### src/rtl/cfgsp_pkg.sv
package cfgsp_pkg;

    localparam int N_UNITS   = 3;
    localparam int GPIO_SLOT = 0;

    localparam logic [15:0] PORT_PRI = 16'h002E;
    localparam logic [15:0] PORT_ALT = 16'h004E;

    localparam logic [7:0] IDX_UNIT_SEL = 8'h07;
    localparam logic [7:0] IDX_CHIP_ID  = 8'h20;
    localparam logic [7:0] IDX_CHIP_CFG = 8'h21;
    localparam logic [7:0] IDX_ACT      = 8'h30;
    localparam logic [7:0] IDX_BASE_HI  = 8'h60;
    localparam logic [7:0] IDX_BASE_LO  = 8'h61;
    localparam logic [7:0] IDX_PIN_SEL  = 8'hF0;
    localparam logic [7:0] IDX_PIN_CFG  = 8'hF1;
    localparam logic [7:0] IDX_PIN_EVT  = 8'hF2;

    localparam logic [7:0] CHIP_ID_VAL  = 8'hE9;
    localparam logic [7:0] CHIP_CFG_RST = 8'h01;
    localparam logic [7:0] NO_UNIT      = 8'hFF;

    typedef enum logic {ST_IDLE, ST_RESP} bus_state_e;

    function automatic logic [7:0] unit_id(input int slot);
        case (slot)
            0:       return 8'h07;
            1:       return 8'h0D;
            default: return 8'h0E;
        endcase
    endfunction

endpackage

### src/rtl/cfgsp_bus_fsm.sv
module cfgsp_bus_fsm
    import cfgsp_pkg::*;
(
    input  logic        clk,
    input  logic        rst_n,
    input  logic        strap_alt,
    input  logic [15:0] io_addr,
    input  logic        io_wr,
    input  logic        io_rd,
    input  logic [7:0]  io_wdata,
    input  logic [7:0]  rd_value,
    output logic [7:0]  index,
    output logic        data_wr,
    output logic [7:0]  io_rdata,
    output logic        io_rvalid
);
    logic [15:0] idx_port;
    logic        hit_idx, hit_data, rd_req;
    bus_state_e  state_q, state_d;
    logic [7:0]  rdata_q, rdata_d;

    assign idx_port = strap_alt ? PORT_ALT : PORT_PRI;
    assign hit_idx  = (io_addr == idx_port);
    assign hit_data = (io_addr == idx_port + 16'd1);
    assign rd_req   = io_rd && !io_wr && (hit_idx || hit_data);
    assign data_wr  = io_wr && hit_data;

    always_ff @(posedge clk or negedge rst_n) begin
        if (!rst_n)               index <= 8'h00;
        else if (io_wr && hit_idx) index <= io_wdata;
    end

    always_comb begin
        state_d = state_q;
        rdata_d = 8'h00;
        unique case (state_q)
            ST_IDLE: if (rd_req) state_d = ST_RESP;
            ST_RESP: state_d = rd_req ? ST_RESP : ST_IDLE;
        endcase
        if (rd_req) rdata_d = hit_idx ? index : rd_value;
    end

    always_ff @(posedge clk or negedge rst_n) begin
        if (!rst_n) begin
            state_q <= ST_IDLE;
            rdata_q <= 8'h00;
        end else begin
            state_q <= state_d;
            rdata_q <= rdata_d;
        end
    end

    always_comb begin
        io_rvalid = (state_q == ST_RESP);
        io_rdata  = (state_q == ST_RESP) ? rdata_q : 8'h00;
    end

    a_r2_resp_follows_read: assert property (@(posedge clk) disable iff (!rst_n)
        rd_req |=> io_rvalid);
    a_r1_silent_without_read: assert property (@(posedge clk) disable iff (!rst_n)
        !rd_req |=> !io_rvalid);
    a_r1_index_holds: assert property (@(posedge clk) disable iff (!rst_n)
        !(io_wr && hit_idx) |=> $stable(index));

endmodule

### src/rtl/cfgsp_unit_bank.sv
module cfgsp_unit_bank
    import cfgsp_pkg::*;
#(
    parameter logic [7:0]  ACT_RST  = 8'h00,
    parameter logic [15:0] BASE_RST = 16'h0000
) (
    input  logic        clk,
    input  logic        rst_n,
    input  logic        sel,
    input  logic [7:0]  index,
    input  logic        data_wr,
    input  logic [7:0]  wdata,
    output logic        active,
    output logic [15:0] base,
    output logic        rd_hit,
    output logic [7:0]  rd_val
);
    logic [7:0]  act_q;
    logic [15:0] base_q;
    logic        wr_en;

    assign wr_en = sel && data_wr;

    always_ff @(posedge clk or negedge rst_n) begin
        if (!rst_n) begin
            act_q  <= ACT_RST;
            base_q <= BASE_RST;
        end else if (wr_en) begin
            if (index == IDX_ACT)     act_q        <= wdata;
            if (index == IDX_BASE_HI) base_q[15:8] <= wdata;
            if (index == IDX_BASE_LO) base_q[7:0]  <= wdata;
        end
    end

    always_comb begin
        rd_hit = sel && (index == IDX_ACT || index == IDX_BASE_HI || index == IDX_BASE_LO);
        case (index)
            IDX_ACT:     rd_val = act_q;
            IDX_BASE_HI: rd_val = base_q[15:8];
            IDX_BASE_LO: rd_val = base_q[7:0];
            default:     rd_val = 8'hFF;
        endcase
    end

    assign active = (act_q != 8'h00);
    assign base   = base_q;

    a_r6_act_holds: assert property (@(posedge clk) disable iff (!rst_n)
        !(wr_en && index == IDX_ACT) |=> $stable(active));
    a_r8_base_holds_unselected: assert property (@(posedge clk) disable iff (!rst_n)
        !sel |=> $stable(base));

endmodule

### src/rtl/cfgsp_gpio_pins.sv
module cfgsp_gpio_pins
    import cfgsp_pkg::*;
#(
    parameter int         N_PORTS = 4,
    parameter int         N_BITS  = 8,
    parameter logic [7:0] CFG_RST = 8'h00,
    parameter logic [7:0] EVT_RST = 8'h00
) (
    input  logic       clk,
    input  logic       rst_n,
    input  logic       sel,
    input  logic [7:0] index,
    input  logic       data_wr,
    input  logic [7:0] wdata,
    output logic       rd_hit,
    output logic [7:0] rd_val
);
    localparam int PORT_W = $clog2(N_PORTS);
    localparam int BIT_W  = $clog2(N_BITS);
    localparam int PIN_W  = PORT_W + BIT_W;
    localparam int N_PINS = N_PORTS * N_BITS;

    logic [PORT_W-1:0] port_q;
    logic [BIT_W-1:0]  bit_q;
    logic [PIN_W-1:0]  pin_idx;
    logic [7:0]        cfg_mem [N_PINS];
    logic [7:0]        evt_mem [N_PINS];
    logic [7:0]        sel_rb;
    logic              wr_en;

    assign wr_en   = sel && data_wr;
    assign pin_idx = {port_q, bit_q};

    always_ff @(posedge clk or negedge rst_n) begin
        if (!rst_n) begin
            port_q <= '0;
            bit_q  <= '0;
            for (int p = 0; p < N_PINS; p++) begin
                cfg_mem[p] <= CFG_RST;
                evt_mem[p] <= EVT_RST;
            end
        end else if (wr_en) begin
            if (index == IDX_PIN_SEL) begin
                port_q <= wdata[4 +: PORT_W];
                bit_q  <= wdata[BIT_W-1:0];
            end
            if (index == IDX_PIN_CFG) cfg_mem[pin_idx] <= wdata;
            if (index == IDX_PIN_EVT) evt_mem[pin_idx] <= wdata;
        end
    end

    always_comb begin
        sel_rb = 8'h00;
        sel_rb[4 +: PORT_W]  = port_q;
        sel_rb[BIT_W-1:0]    = bit_q;
        rd_hit = sel && (index == IDX_PIN_SEL || index == IDX_PIN_CFG || index == IDX_PIN_EVT);
        case (index)
            IDX_PIN_SEL: rd_val = sel_rb;
            IDX_PIN_CFG: rd_val = cfg_mem[pin_idx];
            IDX_PIN_EVT: rd_val = evt_mem[pin_idx];
            default:     rd_val = 8'hFF;
        endcase
    end

    a_r9_select_holds: assert property (@(posedge clk) disable iff (!rst_n)
        !(wr_en && index == IDX_PIN_SEL) |=> $stable(pin_idx));

    for (genvar p = 0; p < N_PINS; p++) begin : g_pin_chk
        a_r10_only_selected_pin: assert property (@(posedge clk) disable iff (!rst_n)
            !(wr_en && index == IDX_PIN_CFG && pin_idx == PIN_W'(p)) |=> $stable(cfg_mem[p]));
    end

endmodule

### src/rtl/cfgsp_ctrl.sv
module cfgsp_ctrl
    import cfgsp_pkg::*;
#(
    parameter logic [15:0] GPIO_BASE_RST = 16'h0680,
    parameter int          PIN_PORTS     = 4,
    parameter int          PIN_BITS      = 8
) (
    input  logic                  clk,
    input  logic                  rst_n,
    input  logic                  strap_alt,
    input  logic [15:0]           io_addr,
    input  logic                  io_wr,
    input  logic                  io_rd,
    input  logic [7:0]            io_wdata,
    output logic [7:0]            io_rdata,
    output logic                  io_rvalid,
    output logic [N_UNITS-1:0]    unit_active,
    output logic [16*N_UNITS-1:0] unit_base
);
    logic [7:0]         index, rd_value, unit_sel_q, chip_cfg_q;
    logic               data_wr;
    logic [N_UNITS-1:0] u_hit;
    logic [7:0]         u_val [N_UNITS];
    logic               gp_hit;
    logic [7:0]         gp_val;

    cfgsp_bus_fsm u_bus (
        .clk       (clk),
        .rst_n     (rst_n),
        .strap_alt (strap_alt),
        .io_addr   (io_addr),
        .io_wr     (io_wr),
        .io_rd     (io_rd),
        .io_wdata  (io_wdata),
        .rd_value  (rd_value),
        .index     (index),
        .data_wr   (data_wr),
        .io_rdata  (io_rdata),
        .io_rvalid (io_rvalid)
    );

    always_ff @(posedge clk or negedge rst_n) begin
        if (!rst_n) begin
            unit_sel_q <= NO_UNIT;
            chip_cfg_q <= CHIP_CFG_RST;
        end else if (data_wr) begin
            if (index == IDX_UNIT_SEL) unit_sel_q <= io_wdata;
            if (index == IDX_CHIP_CFG) chip_cfg_q <= io_wdata;
        end
    end

    for (genvar i = 0; i < N_UNITS; i++) begin : g_unit
        localparam logic [7:0] UID = unit_id(i);
        cfgsp_unit_bank #(
            .ACT_RST  ((i == GPIO_SLOT) ? 8'h01 : 8'h00),
            .BASE_RST ((i == GPIO_SLOT) ? GPIO_BASE_RST : 16'h0000)
        ) u_bank (
            .clk     (clk),
            .rst_n   (rst_n),
            .sel     (unit_sel_q == UID),
            .index   (index),
            .data_wr (data_wr),
            .wdata   (io_wdata),
            .active  (unit_active[i]),
            .base    (unit_base[16*i +: 16]),
            .rd_hit  (u_hit[i]),
            .rd_val  (u_val[i])
        );
    end

    cfgsp_gpio_pins #(
        .N_PORTS (PIN_PORTS),
        .N_BITS  (PIN_BITS)
    ) u_pins (
        .clk     (clk),
        .rst_n   (rst_n),
        .sel     (unit_sel_q == unit_id(GPIO_SLOT)),
        .index   (index),
        .data_wr (data_wr),
        .wdata   (io_wdata),
        .rd_hit  (gp_hit),
        .rd_val  (gp_val)
    );

    always_comb begin
        rd_value = 8'hFF;
        case (index)
            IDX_UNIT_SEL: rd_value = unit_sel_q;
            IDX_CHIP_ID:  rd_value = CHIP_ID_VAL;
            IDX_CHIP_CFG: rd_value = chip_cfg_q;
            default: begin
                if (gp_hit) rd_value = gp_val;
                for (int k = 0; k < N_UNITS; k++)
                    if (u_hit[k]) rd_value = u_val[k];
            end
        endcase
    end

    a_r8_single_source: assert property (@(posedge clk) disable iff (!rst_n)
        $onehot0({gp_hit, u_hit}));
    a_r5_select_holds: assert property (@(posedge clk) disable iff (!rst_n)
        !(data_wr && index == IDX_UNIT_SEL) |=> $stable(unit_sel_q));
    a_r4_cfg_holds: assert property (@(posedge clk) disable iff (!rst_n)
        !(data_wr && index == IDX_CHIP_CFG) |=> $stable(chip_cfg_q));

endmodule

### config.mk
export PLATFORM = sky130hd
export DESIGN_NAME = cfgsp_ctrl
export DESIGN_NICKNAME = d
export VERILOG_FILES = /design/src/rtl/cfgsp_pkg.sv /design/src/rtl/cfgsp_bus_fsm.sv /design/src/rtl/cfgsp_unit_bank.sv /design/src/rtl/cfgsp_gpio_pins.sv /design/src/rtl/cfgsp_ctrl.sv
export SDC_FILE = /design/constraint.sdc
export NUM_CORES = 1
export LEC_CHECK = 0
export BUFFER_PORTS_ARGS = -buffer_cell sky130_fd_sc_hd__buf_2
export CAP_MARGIN = 10
export CORE_ASPECT_RATIO = 1.75
export CORE_MARGIN = 1
export CORE_UTILIZATION = 45
export CTS_CLUSTER_DIAMETER = 100
export DETAILED_ROUTE_END_ITERATION = 16
export PLACE_DENSITY = 0.62
export SYNTH_ARGS = -nofsm -noshare
export SYNTH_HDL_FRONTEND = slang
export SYNTH_SLANG_ARGS = --single-unit
### constraint.sdc
create_clock -name clk -period 4.29 [get_ports clk]
set_input_delay 0.6435 -clock clk [delete_from_list [all_inputs] [get_ports clk]]
set_output_delay 0.6435 -clock clk [all_outputs]
set_load 0.03 [all_outputs]
==> impl_metrics.json <==
{
  "fin_crit_sh": 0.813,
  "rsz0062_at_grt": "false",
  "vias": 17800,
  "grt_use_met2": 0.475,
  "drv_slew": 0,
  "synth_warnings": 0,
  "synthSimpleGateAreaFrac": 0.0530,
  "required_ns": 4.78,
  "overflow": 0,
  "skew_ns": 0.0157,
  "num_rows": 123,
  "netlist_top_cells_count": "dfrtp_1 (609), mux2_2 (483), mux2i_1 (129)",
  "finalHoldViolations": 0,
  "fp.dieW_um": 195,
  "postSynthAreaPerCell_um2": 14.7,
  "die_area_mm2": 0.0663,
  "syn_to_final_growth_pct": 11.5,
  "h-tree-depth": 2,
  "synthDistinctLibCells": 62,
  "synth_compound_area_frac": 0.0463,
  "clk_pin_slew_ns": 0.06,
  "cts-root-buf": "clkbuf_16",
  "io_pins": 89,
  "clockBufferDepth": 3,
  "drtAntennaViolNets": 0,
  "max_freq_mhz": 287,
  "totalWireLength_um": 84300,
  "yosysSeqAreaShare": 0.531,
  "synth_area_leaders": "dfrtp_1 (52%), mux2_2 (19%), mux2_4 (6.6%)",
  "cp-start-kind": "register",
  "antenna_found_initial": 0,
  "grt_pass1_vias": 19300,
  "cp_max_fo": 9,
  "p_leak_nw": 15.6,
  "cts_tree": "yes",
  "synthesis.area_mm2": 0.0293,
  "synth-async-reset-ratio": 1.00,
  "hold_class": "input port to asynchronous set/reset pin",
  "start_util": 0.456,
  "met3_usage": 0.0249,
  "cts_setup_buffers": 0,
  "hpwl_um": 58500,
  "fin_tns_setup_ns": 0,
  "firstDrtPassIters": 8,
  "yosysTopAreaCell": "dfrtp_1",
  "ctsHoldBuffers": 0,
  "period_needed_ns": 3.49,
  "tightestPinTransition_ns": 1.12,
  "synth-xor-area-share": 0,
  "power_density_mw_per_mm2": 346,
  "cts_made_buffers": 55,
  "viasPerCell": 6.14,
  "synth_mux_area_frac": 0.345,
  "synth_edf_count": 0,
  "grt_usage": 0.260,
  "yosys.area.top_type_share": 0.519,
  "endpoint_kind": "register",
  "drt-wirelength-per-cell_um": 29.0,
  "setup_viol": 0,
  "cts_num_sinks": 622,
  "gr-usage-met1": 0.285,
  "dieHeight_um": 340,
  "clock_latency_ns": 0.61,
  "synth_top_family_by_area": "multiplexers",
  "drive_above_1_share": 0.480,
  "synthesis.nets": 2021,
  "top_usage_layer": "met2",
  "cts_resized": 0,
  "total_power_mw": 11.3,
  "drv_cap": 0,
  "nNetsFinal": 2078,
  "peakVddDrop_mv": 0.330,
  "route.detailed.drc": 0,
  "diodes": 0,
  "grt_max_degree": 92,
  "cp.arrival_ns": 3.98,
  "grt_pass1_wl_um": 128000,
  "synth_seq_cells": 622,
  "status": "finished clean",
  "worstSetupPathType": "register to register",
  "synth-adder-area-share": 0,
  "syn_inst": 1992,
  "slew_headroom": 0.250,
  "post-synth-top-count-cell": "dfrtp_1",
  "core_area_mm2": 0.0643,
  "ys.flop_type": "dfrtp_1",
  "routabilityCongestion": 0.984,
  "initialDrtViolationCount": 1085,
  "io_buffers": 88
}
==> registers in the layout, summed over array words and instances (netlist names) <==
register,cells
g_unit.u_bank.base,48
u_pins.evt_mem,256
u_pins.cfg_mem,256
u_bus.index,8
chip_cfg_q,8
u_pins.bit_q,3
u_bus.rdata_q,8
g_unit.u_bank.act_q,24
u_pins.port_q,2
u_bus.io_rvalid,1
unit_sel_q,8
==> final cells by class <==
cell class,instances,area (um2)
Sequential cell,622,15600
Multi-Input combinational cell,1210,13100
Inverter,1,3.75
Fill cell,5496,31600
Timing Repair Buffer,159,1150
Clock inverter,24,287
Tap cell,812,1020
Clock buffer,76,1570
==> metal layers <==
metal	vias to the layer above	share of wire
met1	9472	0.36
met2	542	0.53
li1	7618	-
met4	0	0.074
met5	-	0
met3	204	0.032
==> stage by stage <==
stage          hold WS [ns]   util  instance area [um2]  worst slack, ns  instances
2_1_floorplan         0.348      -                29300             1.68       1992
3_3_place_gp          0.481  0.480                30800            0.870       2804
3_5_place_dp          0.488  0.480                30800            0.817       2804
4_1_cts              0.0645  0.508                32700            0.834       2904
5_1_grt              0.0770  0.508                32700            0.753       2904
6_report             0.0241  0.508                32700            0.802       2904
==> critical path, stage by stage, from the launching register on <==
cell and delay [ns]:
dfstp_2 0.56, or4b_4 0.51, nor4b_4 0.41, and3_1 0.45, and4_1 0.56, and2_1 0.48, mux2_2 0.40
==> logic make-up after synthesis <==
| group | Yosys count |
|---|---|
| multiplexers | 807 |
| flip-flops | 622 |
| AND/OR/NAND/NOR | 214 |
| AO/OA/AOI/OAI | 189 |
| buffers and inverters | 160 |
==> path summary, 6_finish.rpt <==
kind | from | endpoint | slack (ns) | cells past startpoint
worst max-delay path | unit_sel_q[2]$_DFFE_PN1P_ | u_pins.cfg_mem[1]$_DFFE_PN0P_ | 0.80 | 6
worst min-delay path | rst_n | g_unit[0].u_bank.base[13]$_DFFE_PN0P_ | 0.02 | 1
worst max register to register | unit_sel_q[2]$_DFFE_PN1P_ | u_pins.cfg_mem[1]$_DFFE_PN0P_ | 0.80 | 6
worst min register to register | u_pins.evt_mem[101]$_DFFE_PN0P_ | u_pins.evt_mem[101]$_DFFE_PN0P_ | 0.50 | 1
max in group asynchronous | rst_n | unit_sel_q[6]$_DFFE_PN1P_ | 3.08 | 2
min in group clk | io_addr[0] | u_bus.rdata_q[5]$_DFF_PN0_ | 0.44 | 3
==> cell usage in the layout, fill, tap and decap left out, drive strengths merged, types with 10 or more instances in the layout <==
cell type  synthesis  routed
clkbuf           101      76
mux2             614     614
mux4              64      64
nor3              10      10
nor4              20      20
a22oi             31      31
clkinv             0      12
a221oi            13      13
nand2             83      83
buf               58     159
o22ai             64      64
nor2              23      23
dfrtp            609     609
mux2i            129     129
a222oi            24      24
dfstp             13      13
and2              13      13
o21ai             16      16
a21oi             16      16
==> power by group <==
| group | internal [mW] | switching, mW | leakage [nW] |
|---|---|---|---|
| registers | 5.86 | 0.0000669 | 8.64 |
| logic | 0.0394 | 0.239 | 6.04 |
| clock network | 2.91 | 2.25 | 0.906 |
| total | 8.81 | 2.49 | 15.6 |
Power figures use the tool's default switching activity.
